==> config.mk <==
export PLATFORM = sky130hd
export DESIGN_NAME = link_ctrl_top
export DESIGN_NICKNAME = d
export VERILOG_FILES = /design/src/rtl/lmc_pkg.sv /design/src/rtl/lmc_ctrl_regs.sv /design/src/rtl/lmc_reset_ctl.sv /design/src/rtl/lmc_pos_qual.sv /design/src/rtl/link_ctrl_top.sv
export SDC_FILE = /design/constraint.sdc
export NUM_CORES = 1
export LEC_CHECK = 0
export BUFFER_PORTS_ARGS = -buffer_cell sky130_fd_sc_hd__buf_4
export CORE_ASPECT_RATIO = 0.75
export CORE_MARGIN = 5
export CORE_UTILIZATION = 35
export CTS_CLUSTER_SIZE = 24
export DETAILED_ROUTE_END_ITERATION = 10
export HOLD_SLACK_MARGIN = 0.15
export PLACE_DENSITY_LB_ADDON = 0.3
export SYNTH_ARGS = -nofsm -noshare
export SYNTH_HDL_FRONTEND = slang
export SYNTH_SLANG_ARGS = --single-unit
==> constraint.sdc <==
create_clock -name clk -period 1.2 [get_ports clk]
set_input_delay 0.18 -clock clk [delete_from_list [all_inputs] [get_ports clk]]
set_output_delay 0.18 -clock clk [all_outputs]
set_load 0.05 [all_outputs]
==> src/rtl/lmc_pkg.sv <==
// Shared types for the link master control block.
// Assumes the control word is exactly eight bits wide, most significant field first.
package lmc_pkg;

    // Control word layout; bit 7 is the first field
    typedef struct packed {
        logic proto_hold;   // bit 7
        logic msg_hold;     // bit 6
        logic fifo_hold;    // bit 5
        logic test_bit;     // bit 4
        logic ready_all;    // bit 3
        logic spi_route;    // bit 2
        logic sync_fall;    // bit 1
        logic line_en;      // bit 0
    } ctrl_t;

    localparam int CTRL_W = $bits(ctrl_t);

endpackage

==> src/rtl/lmc_ctrl_regs.sv <==
// Register file: stores the control word and serves bus reads.
// Assumes a single-cycle bus with combinational read data.
// Pipeline registers are gated by the SPI routing and FIFO hold bits.
module lmc_ctrl_regs
    import lmc_pkg::*;
#(
    parameter int ADDR_W    = 4,
    parameter int DATA_W    = 8,
    parameter int CTRL_ADDR = 0,
    parameter int STAT_ADDR = 4,
    parameter int DATA_ADDR = 5
) (
    input  logic              clk,
    input  logic              rst_n,
    input  logic              bus_sel,
    input  logic              bus_wr,
    input  logic [ADDR_W-1:0] bus_addr,
    input  logic [DATA_W-1:0] bus_wdata,
    output logic [DATA_W-1:0] bus_rdata,
    input  logic [DATA_W-1:0] pipe_stat_i,
    input  logic [DATA_W-1:0] pipe_data_i,
    output logic              pipe_pop_o,
    output ctrl_t             ctrl_o
);

    localparam logic [ADDR_W-1:0] A_CTRL = ADDR_W'(CTRL_ADDR);
    localparam logic [ADDR_W-1:0] A_STAT = ADDR_W'(STAT_ADDR);
    localparam logic [ADDR_W-1:0] A_DATA = ADDR_W'(DATA_ADDR);

    ctrl_t ctrl_q;
    logic  rd_en;
    logic  pipe_block;

    assign rd_en      = bus_sel && !bus_wr;
    assign pipe_block = ctrl_q.spi_route || ctrl_q.fifo_hold;

    // Control word update: only bus writes to the control address, cleared by reset
    always_ff @(posedge clk) begin
        if (!rst_n) begin
            ctrl_q <= '0;
        end else if (bus_sel && bus_wr && bus_addr == A_CTRL) begin
            ctrl_q <= ctrl_t'(bus_wdata[CTRL_W-1:0]);
        end
    end

    // Read mux: unmapped addresses and blocked pipeline registers return zero
    always_comb begin
        bus_rdata = '0;
        if (rd_en) begin
            unique case (bus_addr)
                A_CTRL:  bus_rdata = DATA_W'(ctrl_q);
                A_STAT:  bus_rdata = pipe_block ? '0 : pipe_stat_i;
                A_DATA:  bus_rdata = pipe_block ? '0 : pipe_data_i;
                default: bus_rdata = '0;
            endcase
        end
    end

    // Pop request: a direct data read consumes one FIFO entry
    always_comb begin
        pipe_pop_o = rd_en && (bus_addr == A_DATA) && !pipe_block;
    end

    assign ctrl_o = ctrl_q;

endmodule

==> src/rtl/lmc_reset_ctl.sv <==
// Reset and enable outputs derived from the control word.
// Issues a one-cycle restart when the protocol hold bit falls.
// Assumes the control word comes from flops, so the outputs are glitch-free.
module lmc_reset_ctl
    import lmc_pkg::*;
(
    input  logic  clk,
    input  logic  rst_n,
    input  ctrl_t ctrl_i,
    input  logic  fifo_wr_i,
    output logic  fifo_wr_o,
    output logic  fifo_rst_o,
    output logic  proto_rst_o,
    output logic  restart_o,
    output logic  msg_rst_o,
    output logic  spi_en_o,
    output logic  line_oe_o
);

    logic proto_prev_q;

    // Remember last cycle's protocol hold to find its falling edge
    always_ff @(posedge clk) begin
        if (!rst_n) begin
            proto_prev_q <= 1'b0;
        end else begin
            proto_prev_q <= ctrl_i.proto_hold;
        end
    end

    // Level outputs and the restart edge
    always_comb begin
        proto_rst_o = ctrl_i.proto_hold;
        restart_o   = proto_prev_q && !ctrl_i.proto_hold;
        msg_rst_o   = ctrl_i.msg_hold;
        fifo_rst_o  = ctrl_i.fifo_hold;
        fifo_wr_o   = fifo_wr_i && !ctrl_i.fifo_hold;
        spi_en_o    = ctrl_i.spi_route;
        line_oe_o   = ctrl_i.line_en;
    end

endmodule

==> src/rtl/lmc_pos_qual.sv <==
// Sync edge detection and position-ready qualification.
// sync_i is asynchronous and passes through a SYNC_STAGES flop synchronizer.
// pos_frame_i is a one-cycle strobe in the clk domain.
module lmc_pos_qual #(
    parameter int SYNC_STAGES = 2
) (
    input  logic clk,
    input  logic rst_n,
    input  logic sync_i,
    input  logic sel_fall_i,
    input  logic ready_all_i,
    input  logic pos_frame_i,
    output logic pos_ready_o
);

    logic [SYNC_STAGES:0] sync_chain;
    logic                 sync_prev_q;
    logic                 sync_now;
    logic                 rise_det;
    logic                 fall_det;
    logic                 sync_evt;
    logic                 pend_q;
    logic                 ready_q;

    assign sync_chain[0] = sync_i;

    // Synchronizer stages built from the stage count
    for (genvar g = 0; g < SYNC_STAGES; g++) begin : g_sync
        // Shift one stage toward the clk domain
        always_ff @(posedge clk) begin
            if (!rst_n) begin
                sync_chain[g+1] <= 1'b0;
            end else begin
                sync_chain[g+1] <= sync_chain[g];
            end
        end
    end

    assign sync_now = sync_chain[SYNC_STAGES];

    // Previous synchronized level for edge detection
    always_ff @(posedge clk) begin
        if (!rst_n) begin
            sync_prev_q <= 1'b0;
        end else begin
            sync_prev_q <= sync_now;
        end
    end

    // Edge selection by the polarity bit
    always_comb begin
        rise_det = sync_now && !sync_prev_q;
        fall_det = !sync_now && sync_prev_q;
        sync_evt = sel_fall_i ? fall_det : rise_det;
    end

    // Pending sync event, consumed by the next position frame
    always_ff @(posedge clk) begin
        if (!rst_n) begin
            pend_q <= 1'b0;
        end else begin
            pend_q <= (pend_q || sync_evt) && !pos_frame_i;
        end
    end

    // Registered ready pulse
    always_ff @(posedge clk) begin
        if (!rst_n) begin
            ready_q <= 1'b0;
        end else begin
            ready_q <= pos_frame_i && (ready_all_i || pend_q || sync_evt);
        end
    end

    assign pos_ready_o = ready_q;

endmodule

==> src/rtl/link_ctrl_top.sv <==
// Link master control register top level.
// Wires the register file, reset control and position qualifier together.
// Assumes a single clock domain except for sync_i.
module link_ctrl_top
    import lmc_pkg::*;
#(
    parameter int ADDR_W      = 4,
    parameter int DATA_W      = 8,
    parameter int CTRL_ADDR   = 0,
    parameter int STAT_ADDR   = 4,
    parameter int DATA_ADDR   = 5,
    parameter int SYNC_STAGES = 2
) (
    input  logic              clk,
    input  logic              rst_n,
    input  logic              bus_sel,
    input  logic              bus_wr,
    input  logic [ADDR_W-1:0] bus_addr,
    input  logic [DATA_W-1:0] bus_wdata,
    output logic [DATA_W-1:0] bus_rdata,
    input  logic [DATA_W-1:0] pipe_stat_i,
    input  logic [DATA_W-1:0] pipe_data_i,
    output logic              pipe_pop_o,
    input  logic              fifo_wr_i,
    output logic              fifo_wr_o,
    output logic              fifo_rst_o,
    output logic              proto_rst_o,
    output logic              restart_o,
    output logic              msg_rst_o,
    output logic              spi_en_o,
    output logic              line_oe_o,
    input  logic              sync_i,
    input  logic              pos_frame_i,
    output logic              pos_ready_o
);

    ctrl_t ctrl_w;

    lmc_ctrl_regs #(
        .ADDR_W    (ADDR_W),
        .DATA_W    (DATA_W),
        .CTRL_ADDR (CTRL_ADDR),
        .STAT_ADDR (STAT_ADDR),
        .DATA_ADDR (DATA_ADDR)
    ) regs_i (
        .clk         (clk),
        .rst_n       (rst_n),
        .bus_sel     (bus_sel),
        .bus_wr      (bus_wr),
        .bus_addr    (bus_addr),
        .bus_wdata   (bus_wdata),
        .bus_rdata   (bus_rdata),
        .pipe_stat_i (pipe_stat_i),
        .pipe_data_i (pipe_data_i),
        .pipe_pop_o  (pipe_pop_o),
        .ctrl_o      (ctrl_w)
    );

    lmc_reset_ctl rst_ctl_i (
        .clk         (clk),
        .rst_n       (rst_n),
        .ctrl_i      (ctrl_w),
        .fifo_wr_i   (fifo_wr_i),
        .fifo_wr_o   (fifo_wr_o),
        .fifo_rst_o  (fifo_rst_o),
        .proto_rst_o (proto_rst_o),
        .restart_o   (restart_o),
        .msg_rst_o   (msg_rst_o),
        .spi_en_o    (spi_en_o),
        .line_oe_o   (line_oe_o)
    );

    lmc_pos_qual #(
        .SYNC_STAGES (SYNC_STAGES)
    ) qual_i (
        .clk         (clk),
        .rst_n       (rst_n),
        .sync_i      (sync_i),
        .sel_fall_i  (ctrl_w.sync_fall),
        .ready_all_i (ctrl_w.ready_all),
        .pos_frame_i (pos_frame_i),
        .pos_ready_o (pos_ready_o)
    );

endmodule

Word level (Yosys, flattened, before mapping)
Cells that the tools add are included.
Cells by class
  eq/ne operators: 2
  multiplexer cells: 5
  reductions and logical operators: 23
Operators by type and width (count)
  two-way mux 8 bit: 3
  case mux 8 bit (3 select lines): 1
  logical AND 1 bit: 11
  == test 4 x 3 -> 1 bit (second input constant): 2
  logical NOT 1 bit: 7
  logical NOT 4 bit: 1
  logical OR 1 bit: 4
  two-way mux 1 bit: 1
Storage, ports and cells
  register bits after elaboration: 14
  input port bits: 35

Longest topological paths before layout
  word-level depth: 5
  depth in mapped cells: 4
  depth with buffers taken out: 3

Cells and area by module
Synthesis repeated with hierarchy kept, for this count alone.
Second synthesis, totals
  cell total of the unflattened synthesis: 94
  area, all modules: 829.5 µm²
Modules (own cells, without submodules)
  lmc_ctrl_regs: times used 1, cells an instance 69, area an instance 584.3 µm², sequential area each 160.2 µm²
  lmc_pos_qual: times used 1, cells an instance 16, area an instance 165.2 µm², sequential area each 100.1 µm²
  lmc_reset_ctl: times used 1, cells an instance 9, area an instance 80.1 µm², sequential area each 20.0 µm²

Worst setup path after synthesis
OpenSTA, ideal clock, no wires.
  path type: register -> output
  start point: reg regs_i.ctrl_q (netlist bit regs_i.ctrl_o[5])
  end point: out bus_rdata[6]
  arrival time: 1.795 ns
  required time: 1.020 ns
  setup slack: -0.775 ns
  stages on the path, launching flop included: 4
  path buffers: 0
  path through: dfxtp_1 -> nor3b_4 -> o21ai_1 -> a21oi_1
Between the ends
  longest elaborated chain between the ends: 4
  elaborated cells between the ends (all ways): 5
RTL lines
  start: declaration: line lmc_ctrl_regs.sv:30  | ctrl_t ctrl_q;
  start signal: assignment: line lmc_ctrl_regs.sv:42  | ctrl_q <= ctrl_t'(bus_wdata[CTRL_W-1:0]);
  logical OR 1 bit (*): line lmc_ctrl_regs.sv:35  | assign pipe_block = ctrl_q.spi_route || ctrl_q.fifo_hold;
  two-way mux 8 bit (on tied branches): line lmc_ctrl_regs.sv:53, lmc_ctrl_regs.sv:52
  case mux 8 bit (3 select lines) (*): line lmc_ctrl_regs.sv:50  | unique case (bus_addr)
  two-way mux 8 bit (*): line lmc_ctrl_regs.sv:49  | if (rd_en) begin
  end: declaration: line link_ctrl_top.sv:20  | output logic [DATA_W-1:0] bus_rdata,
Mark *: on every way between the ends. The rest lies on a longest branch, timed or not.

Worst setup path in the final report
  start point: reg regs_i.ctrl_q (netlist bit regs_i.ctrl_o[2])
  end point: out bus_rdata[4]
The elaborated chain is that of the path after synthesis.

==> metrics.txt <==
status finished, violations left; failing checks negative setup slack; post-synthesis compound-gate area fraction around 11%; WL/cell about 14 µm; initial antenna violation count 0; final setup fails 10; post-route setup slack -358 ps; clock latency on the worst-skew pair roughly 280 ps; yosys warns 0; leakage power 0.664 nW; clock sink count 14; vias per cell roughly 5; Setup WS pre-CTS -229 ps; DR pass1 iterations 4; Num CTS Buffers 3; slew margin rel. between 70% and 80%; synth top area cells dfxtp_1 (36%), mux2i_1 (10%), mux2_2 (10%); first-pass GRT wire length ~4.0 mm; H-tree levels 1; Yosys top cell by area dfxtp_1; die height between 50 and 60 µm; Hold Vio Cnt, Final 0; Post-Synth XOR/XNOR Area 0%; post-synthesis cell area 778 µm²; f_max 642 MHz; Post-Synthesis Cells 87; Synth Net Count approximately 120; largest family of logic cells by synthesized area simple AND/OR/NAND/NOR gates; Post-Synth Simple-Gate Area 26.2%; Worst Tran Pin Value 303 ps; Yosys top cell area share 36.0%; RePlAce Congestion around 0.70; Top Ports 52; sequential fraction of the synthesis area 36.0%; final WL 2.48 mm; most common cell in the netlist nand2_1; non-filler cells, final roughly 180; Layout area overhead 96.0%; CTS tree built; Congestion Overflow GR 0; Slew Limit Fails 0; CTS root buffer clkbuf_4; EDFF count, synth 0; r2r startpoint qual_i.sync_prev_q$_SDFF_PN0_; Crit Path Max Fanout 4; power per cell area 725 nW/µm²; starting density of the core ~38%; placed instance area 1280 µm²; placed cell count 164; Routed Antenna Nets 0; Core Rows 14; Crit Path Class flop to output pin; Final period util 130%; post-route cell area around 1500 µm²; worst path required time 1020 ps; Core Footprint 2070 µm²; reg2reg path depth 3; Hold Startpoint bus_wdata[0]; CP startpoint regs_i.ctrl_o[2]$_SDFFE_PN0P_; Yosys cell types 23; reg2reg end qual_i.pos_ready_o$_SDFF_PN0_; RSZ-0062 raised after global routing yes; CTS max path bufs 2; multiplexer area fraction after synthesis roughly a fifth; 1st-iter DRT viols 21; Worst Hold Depth 3; Worst EP arrival 1380 ps; Synth top cells by count nand2_1 (19), dfxtp_1 (14), nor2_1 (9); die width 64.5 µm; drt drc 0; largest net degree at the start of global routing 22; DP Wirelength 1.80 mm; internal reg-to-reg setup slack 280 ps; via count 855; dominant synthesized flop cell dfxtp_1; Yosys reg bits 14; Clock Skew 6.29 ps; hold worst-path end regs_i.ctrl_o[0]$_SDFFE_PN0P_; Startpoint Class flop; Adder-Cell Fraction of Synth Area 0%; CP Capture Type output pin; Avg Cell Area, Syn 8.95 µm²; Antenna Cells 0; vias in the first global route 872; share of cells above drive strength 1 61.8%; post-synthesis async set-or-reset flop share 0%; GRT Overall Usage 15.2%; Nets 188; port bufs 51; Period minus WS final roughly 1600 ps; Hold Crit Class primary input to flop; Worst-path clk slew roughly 90 ps; peak supply drop approximately 0.63 mV; Max-Cap Viols 0; die area 3280 µm²
[critical path, stage by stage, from the launching register on]
cell	delay, ps
dfxtp_2	340
nor3b_4	240
buf_6	150
a22oi_1	90
nor2_4	120
buf_8	150
[layer usage]
layer | wire [µm] | vias up | share of wire [%] | GRT usage (%)
li1 | - | 432 | - | -
met1 | 976 | 384 | 39 | 17.7
met2 | 1280 | 39 | 52 | 26.9
met3 | 217 | 0 | 8.8 | 6.36
met4 | 0 | 0 | 0 | 2.11
met5 | 0 | - | 0 | 0
[how the worst max path moves through the flow]
stage	end	slack (ps)	depth (start not counted)
after floorplan	bus_rdata[6]	-370	3
after global placement	bus_rdata[2]	-170	5
after detailed placement	bus_rdata[3]	-230	5
after CTS	bus_rdata[4]	-360	5
after global routing	bus_rdata[2]	-440	5
final	bus_rdata[4]	-360	5
[state kept, by name, indices dropped and copies added, names as in the netlist]
| register | cells |
|---|---|
| rst_ctl_i.proto_prev_q | 1 |
| regs_i.ctrl_o | 8 |
| qual_i.sync_now | 1 |
| qual_i.sync_chain | 1 |
| qual_i.pos_ready_o | 1 |
| qual_i.pend_q | 1 |
| qual_i.sync_prev_q | 1 |
[what timing repair did]
item	in CTS	in global routing
resized for setup	23	10
hold buffers	5	2
pin swaps	9	6
hold endpoints to repair	6	2
setup buffers	1	1
setup endpoints to repair	10	11
[placed cells by master, fill, tap and decap left out, types with 2 or more instances in the layout]
master         synthesis  routed
a22oi_2                0       6
and2_1                 3       3
buf_4                  0      43
buf_6                  1       7
buf_8                  0       8
clkbuf_4               0       3
dfxtp_1               14      12
dfxtp_2                0       2
dlygate4sd3_1          0       7
inv_1                  2       2
mux2_2                 7       7
mux2i_1                8       8
nand2_1               19      18
nor2_4                 1      10
[where the power goes]
group / leakage [nW] / internal [mW] / switching [mW] / total [mW]
Clock: 0.0210 / 0.185 / 0.151 / 0.336
Sequential: 0.114 / 0.472 / 0.00416 / 0.476
Combinational: 0.528 / 0.163 / 0.130 / 0.293
[through the flow]
step	utilization [%]	hold slack [ps]	total power [mW]	setup TNS (ps)
after CTS	70.9	151	1.10	-3190
after global placement	62.1	391	0.727	-1340
after detailed placement	62.1	391	0.733	-1750
final	73.8	156	1.11	-3080
after floorplan	-	295	0.614	-2870
after global routing	73.8	159	1.17	-3910
[cell families after synthesis]
| family | Yosys count |
|---|---|
| AND/OR/NAND/NOR | 40 |
| AO/OA/AOI/OAI | 12 |
| buffers and inverters | 6 |
| flip-flops | 14 |
| multiplexers | 15 |
[final cells by class]
| class | count | area [µm²] |
|---|---|---|
| inverter | 2 | 7.51 |
| sequential | 14 | 283 |
| multi-input combinational | 67 | 577 |
| timing repair buffer | 65 | 592 |
| clock buffer | 4 | 36.3 |
| fill | 156 | 542 |
| tap | 24 | 30.0 |
No activity file was read; power rests on OpenSTA's default activity.
